**src/rtl/rdft_pkg.sv**
```systemverilog
package rdft_pkg;

  // Legal ports-per-copy settings; zero means no fanout register.
  function automatic bit fanout_ok(input int f);
    return (f == 0) || (f == 1) || (f == 2) || (f == 4) || (f == 8);
  endfunction

  // Number of register copies needed to cover np ports.
  function automatic int copy_count(input int np, input int f);
    if (f == 0) return 0;
    return (np + f - 1) / f;
  endfunction

  // Cycles from PHY input to port output.
  function automatic int total_latency(input int in_pipe, input int f);
    return in_pipe + ((f != 0) ? 1 : 0);
  endfunction

endpackage

```
**src/rtl/rdft_in_stage.sv**
```systemverilog
module rdft_in_stage #(
  parameter int NUM_PORTS = 8,
  parameter int BITS_W    = 40
) (
  input  logic                 clk,
  input  logic                 rst,
  input  logic                 in_push,
  input  logic [NUM_PORTS-1:0] in_sel,
  input  logic [BITS_W-1:0]    in_bits,
  output logic                 out_push,
  output logic [NUM_PORTS-1:0] out_sel,
  output logic [BITS_W-1:0]    out_bits
);

  always_ff @(posedge clk) begin
    if (rst) out_push <= 1'b0;
    else     out_push <= in_push;
  end

  always_ff @(posedge clk) begin
    out_sel  <= in_sel;
    out_bits <= in_bits;
  end

  // a registered push is exactly the input push one cycle earlier
  assert_in_stage_delay_R2: assert property (@(posedge clk) disable iff (rst)
    !$past(rst) |-> (out_push == $past(in_push)));

endmodule

```
**src/rtl/rdft_copy.sv**
```systemverilog
module rdft_copy #(
  parameter int NSERVE = 1,
  parameter int BITS_W = 40
) (
  input  logic              clk,
  input  logic              rst,
  input  logic              in_push,
  input  logic [NSERVE-1:0] in_sel,
  input  logic [BITS_W-1:0] in_bits,
  output logic [NSERVE-1:0] out_push,
  output logic [BITS_W-1:0] out_bits
);

  // Per-port push strobes are reset; the payload copy is not.
  always_ff @(posedge clk) begin
    if (rst)          out_push <= '0;
    else if (in_push) out_push <= in_sel;
    else              out_push <= '0;
  end

  always_ff @(posedge clk) begin
    out_bits <= in_bits;
  end

  // a copy never pushes more than one of its ports at once
  assert_copy_onehot_R3: assert property (@(posedge clk) disable iff (rst)
    $onehot0(out_push));

endmodule

```
**src/rtl/rd_fanout_tree.sv**
```systemverilog
module rd_fanout_tree #(
  parameter int NUM_PORTS = 8,
  parameter int DATA_W    = 32,
  parameter int ADDR_W    = 5,
  parameter int WORD_AW   = 3,
  parameter int FANOUT    = 8,
  parameter int IN_PIPE   = 1
) (
  input  logic                           clk,
  input  logic                           rst,
  input  logic                           phy_push,
  input  logic [NUM_PORTS-1:0]           phy_port_sel,
  input  logic [ADDR_W-1:0]              phy_fifo_addr,
  input  logic [WORD_AW-1:0]             phy_word_addr,
  input  logic [DATA_W-1:0]              phy_data,
  output logic [NUM_PORTS-1:0]           port_push,
  output logic [NUM_PORTS*ADDR_W-1:0]    port_fifo_addr,
  output logic [NUM_PORTS*WORD_AW-1:0]   port_word_addr,
  output logic [NUM_PORTS*DATA_W-1:0]    port_data
);

  localparam int BITS_W = ADDR_W + WORD_AW + DATA_W;
  localparam int NCOPY  = rdft_pkg::copy_count(NUM_PORTS, FANOUT);
  localparam int LAT    = rdft_pkg::total_latency(IN_PIPE, FANOUT);

  // reject illegal settings at elaboration
  if (!rdft_pkg::fanout_ok(FANOUT)) begin : g_bad_fanout
    $error("rd_fanout_tree: FANOUT must be 0, 1, 2, 4 or 8");
  end
  if (NUM_PORTS < 1 || NUM_PORTS > 8) begin : g_bad_ports
    $error("rd_fanout_tree: NUM_PORTS must be 1 to 8");
  end
  if (IN_PIPE != 0 && IN_PIPE != 1) begin : g_bad_pipe
    $error("rd_fanout_tree: IN_PIPE must be 0 or 1");
  end

  // Bundle order: {fifo address, word address, data}
  logic [BITS_W-1:0]    raw_bits;
  logic                 s_push;
  logic [NUM_PORTS-1:0] s_sel;
  logic [BITS_W-1:0]    s_bits;

  assign raw_bits = {phy_fifo_addr, phy_word_addr, phy_data};

  if (IN_PIPE != 0) begin : g_in_reg
    rdft_in_stage #(.NUM_PORTS(NUM_PORTS), .BITS_W(BITS_W)) u_in (
      .clk      (clk),
      .rst      (rst),
      .in_push  (phy_push),
      .in_sel   (phy_port_sel),
      .in_bits  (raw_bits),
      .out_push (s_push),
      .out_sel  (s_sel),
      .out_bits (s_bits)
    );
  end else begin : g_in_wire
    assign s_push = phy_push;
    assign s_sel  = phy_port_sel;
    assign s_bits = raw_bits;
  end

  if (FANOUT == 0) begin : g_direct
    for (genvar p = 0; p < NUM_PORTS; p++) begin : g_port
      assign port_push[p] = s_push & s_sel[p];
      assign port_fifo_addr[p*ADDR_W +: ADDR_W]    = s_bits[BITS_W-1 -: ADDR_W];
      assign port_word_addr[p*WORD_AW +: WORD_AW]  = s_bits[DATA_W +: WORD_AW];
      assign port_data[p*DATA_W +: DATA_W]         = s_bits[DATA_W-1:0];
    end
  end else begin : g_tree
    logic [BITS_W-1:0] copy_bits [NCOPY];

    for (genvar c = 0; c < NCOPY; c++) begin : g_copy
      localparam int LO = c * FANOUT;
      localparam int N  = (NUM_PORTS - LO < FANOUT) ? (NUM_PORTS - LO) : FANOUT;
      rdft_copy #(.NSERVE(N), .BITS_W(BITS_W)) u_copy (
        .clk      (clk),
        .rst      (rst),
        .in_push  (s_push),
        .in_sel   (s_sel[LO +: N]),
        .in_bits  (s_bits),
        .out_push (port_push[LO +: N]),
        .out_bits (copy_bits[c])
      );
    end

    for (genvar p = 0; p < NUM_PORTS; p++) begin : g_port
      localparam int C = p / FANOUT;
      assign port_fifo_addr[p*ADDR_W +: ADDR_W]   = copy_bits[C][BITS_W-1 -: ADDR_W];
      assign port_word_addr[p*WORD_AW +: WORD_AW] = copy_bits[C][DATA_W +: WORD_AW];
      assign port_data[p*DATA_W +: DATA_W]        = copy_bits[C][DATA_W-1:0];
    end
  end

  // input rule, the select names exactly one port whenever a push is offered
  assert_sel_onehot_R3: assert property (@(posedge clk) disable iff (rst)
    phy_push |-> $onehot(phy_port_sel));

  // at most one port is pushed in any cycle
  assert_port_onehot_R3: assert property (@(posedge clk) disable iff (rst)
    $onehot0(port_push));

  if (LAT > 0) begin : g_timed_checks
    // the cycle after reset is seen, all port pushes are low
    assert_clear_after_reset_R6: assert property (@(posedge clk)
      $past(rst) |-> (port_push == '0));

    for (genvar p = 0; p < NUM_PORTS; p++) begin : g_port_chk
      // a port push matches a selected PHY push exactly LAT cycles earlier
      assert_push_latency_R2: assert property (@(posedge clk) disable iff (rst)
        port_push[p] |-> $past(phy_push && phy_port_sel[p], LAT));
      // address and data travel with the push
      assert_payload_aligned_R4: assert property (@(posedge clk) disable iff (rst)
        port_push[p] |-> (port_data[p*DATA_W +: DATA_W] == $past(phy_data, LAT) &&
                          port_fifo_addr[p*ADDR_W +: ADDR_W] == $past(phy_fifo_addr, LAT)));
      // word address travels with the push
      assert_word_addr_aligned_R5: assert property (@(posedge clk) disable iff (rst)
        port_push[p] |-> (port_word_addr[p*WORD_AW +: WORD_AW] == $past(phy_word_addr, LAT)));
    end
  end

endmodule

```
**config.mk**
```make
export PLATFORM = sky130hd
export DESIGN_NAME = rd_fanout_tree
export DESIGN_NICKNAME = d
export VERILOG_FILES = /design/src/rtl/rdft_pkg.sv /design/src/rtl/rdft_in_stage.sv /design/src/rtl/rdft_copy.sv /design/src/rtl/rd_fanout_tree.sv
export SDC_FILE = /design/constraint.sdc
export NUM_CORES = 1
export LEC_CHECK = 0
export ABC_AREA = 1
export CAP_MARGIN = 10
export CELL_PAD_IN_SITES_DETAIL_PLACEMENT = 0
export CELL_PAD_IN_SITES_GLOBAL_PLACEMENT = 1
export CORE_AREA = 5 5 154 156
export CTS_CLUSTER_SIZE = 14
export DETAILED_ROUTE_END_ITERATION = 12
export DIE_AREA = 0 0 159 161
export PLACE_DENSITY_LB_ADDON = 0.1
export SYNTH_ARGS = -nofsm -noshare
export SYNTH_HDL_FRONTEND = slang
export SYNTH_SLANG_ARGS = --single-unit
```
**constraint.sdc**
```tcl
create_clock -name clk -period 0.8 [get_ports clk]
set_input_delay 0.16 -clock clk [delete_from_list [all_inputs] [get_ports clk]]
set_output_delay 0.16 -clock clk [all_outputs]
set_load 0.005 [all_outputs]
```
==> impl_metrics.env <==
export IMPL_synth_cell_area_sq_um=4130
export IMPL_seqPwrFrac_pct=44.7
export IMPL_drt_total_wl_mm=10.9
export IMPL_place_gp_congestion=0.653
export IMPL_min_period_ns=1.10
export IMPL_yosysSeqAreaShare_pct=47.1
export IMPL_end_kind="output port"
export IMPL_drt_pass1_iterations=3
export IMPL_grt_pass1_vias=2572
export IMPL_drt_iter0_markers=41
export IMPL_min_path_type="in2reg"
export IMPL_grt_ovfl_total=0
export IMPL_startpoint_type="register"
export IMPL_setup_viol=328
export IMPL_cts_buffers=9
export IMPL_drc=0
export IMPL_vdd_drop_max_mv=0.931
export IMPL_vias_per_cell=3.03
export IMPL_drtAntennaViolNets=0
export IMPL_areaGrowthSynthToFinish_pct=74.6
export IMPL_yosysUniqueCellTypes=6
export IMPL_synth_warning_count=0
export IMPL_violations="negative setup slack"
export IMPL_grt_first_pass_wirelength_mm=15.7
export IMPL_p_clk_share_pct=34.9
export IMPL_fillCellCount=2233
export IMPL_portBuffers=378
export IMPL_drv_cap=0
export IMPL_clk_path_buf_depth=2
export IMPL_max_freq_ghz=0.908
export IMPL_grt_max_degree=17
export IMPL_worstPathRequired_ns=0.64
export IMPL_crit_type="reg2out"
export IMPL_htree_levels=3
export IMPL_fin_nets=595
export IMPL_worst_slew_pin_slew_ns=0.143
export IMPL_core_area_sq_um=22200
export IMPL_drive_gt1_share_pct=77.6
export IMPL_clk_latency_ns=0.34
export IMPL_setup_ws_ns=-0.301
export IMPL_ys_ff_latch=97
export IMPL_row_count=55
export IMPL_hold_viol=0
export IMPL_combPwrFrac_pct=20.5
export IMPL_tns_ns=-80.17
export IMPL_grt_antenna_before_repair=0
export IMPL_drv_slew=0
export IMPL_insertedDiodeCount=0
export IMPL_die_area_sq_um=25600
export IMPL_power_density_nw_per_um2=1650
export IMPL_cts_tree="done"
export IMPL_crit_fanout=5
export IMPL_power_mw=11.9
export IMPL_die_y_microns=161
export IMPL_p_leak_nw=3.39
export IMPL_ios=379
export IMPL_switching_share_pct=23.3
export IMPL_rsz0062_at_grt="yes"
export IMPL_initial_core_util_pct=18.6
export IMPL_fin_crit_sh_pct=138
export IMPL_fin_worst_skew_ns=0.00509
export IMPL_arrival_ns=0.94
export IMPL_status="complete, but fails checks"
export IMPL_power_internal_mw=9.10
export IMPL_place_hpwl_mm=8.48
export IMPL_vias=2523
export IMPL_ctsRootBufferMaster="clkbuf_16"
export IMPL_die_w_microns=159
export IMPL_grt_use_total_pct=7.96
export IMPL_switchingPower_mw=2.76
export IMPL_relSlewSlack_pct=90.5
export IMPL_syn_inst=397
export IMPL_clock_sinks=97
export IMPL_wire_per_inst_microns=13.1
export IMPL_clk_pin_slew_ns=0.07
export IMPL_syn_area_per_cell_sq_um=10.4
export IMPL_synth_nets=448
[power groups by stage]
stage                     Clock, mW  Combinational, mW  Sequential, mW
after CTS                      4.42               2.20            5.25
after global routing           4.65               2.56            5.35
after detailed placement          0               2.12            5.42
final                          4.14               2.43            5.30
after floorplan                   0               1.12            5.40
after global placement            0               2.16            5.41
[Yosys cell counts]
cell type  instances  area share, %
inv_1              9           0.82
nand2_4            1           0.27
dfxtp_1           97             47
inv_2              1          0.091
nor2_1             9           0.82
buf_4            280             51
[cell usage in the layout (no fill, tap or decap), types with 2 or more instances in the layout]
| cell | Yosys | final |
|---|---|---|
| buf_2 | 0 | 42 |
| buf_12 | 0 | 2 |
| dfxtp_4 | 0 | 38 |
| dfxtp_2 | 0 | 4 |
| clkinv_4 | 0 | 2 |
| clkdlybuf4s50_1 | 0 | 50 |
| dfxtp_1 | 97 | 55 |
| clkbuf_16 | 0 | 9 |
| clkbuf_8 | 0 | 2 |
| buf_8 | 0 | 2 |
| buf_6 | 0 | 320 |
| nor2_1 | 9 | 9 |
| inv_1 | 9 | 9 |
[per-stage QoR]
stage / std cells / hold slack [ns] / util [%] / worst slack [ns] / cell area (sq um)
after floorplan: 397 / 0.188 / - / 0.0764 / 4130
after global placement: 784 / 0.310 / 27.9 / -0.400 / 6190
after detailed placement: 784 / 0.312 / 27.9 / -0.404 / 6190
after CTS: 833 / 0.232 / 29.7 / -0.328 / 6600
after global routing: 834 / 0.228 / 32.4 / -0.350 / 7200
final: 834 / 0.258 / 32.4 / -0.301 / 7200
[critical path, cell delays in order (launching register included)]
cell and delay (ns):
dfxtp_4 0.37, buf_6 0.13, buf_6 0.11
[cell type report]
type                    count  area (sq um)  share of cell area [%]
well taps                 285           357                    4.95
clock buffers              11           253                    3.51
flip-flops and latches     97          2090                    29.0
multi-input cells          10          45.0                   0.625
repair buffers            416          4380                    60.9
inverters                  10          37.5                   0.521
clock inverters             5          38.8                   0.538
[final timing paths]
path                                   startpoint                                    to  slack, ns  cells after the start
max reg2reg                g_in_reg.u_in.out_push   g_tree.g_copy[0].u_copy.out_push[7]       0.20                      2
min reg2reg            g_in_reg.u_in.out_bits[11]  g_tree.g_copy[0].u_copy.out_bits[11]       0.32                      0
min                                   phy_data[6]             g_in_reg.u_in.out_bits[6]       0.26                      1
max          g_tree.g_copy[0].u_copy.out_bits[28]                         port_data[28]      -0.30                      2
[layer usage]
metal | GRT usage (%) | vias to the layer above | share of wire (%)
met5 | 0 | - | 0
met2 | 15.4 | 177 | 57
li1 | - | 1205 | -
met3 | 3.83 | 11 | 10
met4 | 2.91 | 0 | 1.7
met1 | 7.13 | 1130 | 31
[cells by family after synthesis]
| family | Yosys count | share of synthesized area (%) |
|---|---|---|
| buffers and inverters | 290 | 51.8 |
| flip-flops | 97 | 47.1 |
| AND/OR/NAND/NOR | 10 | 1.09 |
[flip-flops by register name, summed over array words and instances (netlist names)]
| register | cells |
|---|---|
| g_in_reg.u_in.out_sel | 8 |
| g_in_reg.u_in.out_bits | 40 |
| g_in_reg.u_in.out_push | 1 |
| g_tree.g_copy.u_copy.out_bits | 40 |
| g_tree.g_copy.u_copy.out_push | 8 |
[timing repair]
item / 4_1_cts / 5_1_grt
resized for setup: 1619 / 97
buffers inserted: 33 / 1
cloned: 0 / 0
setup endpoints to repair: 328 / 328
hold buffers: 0 / 0
Note: power is estimated with default switching activity, not from simulation.
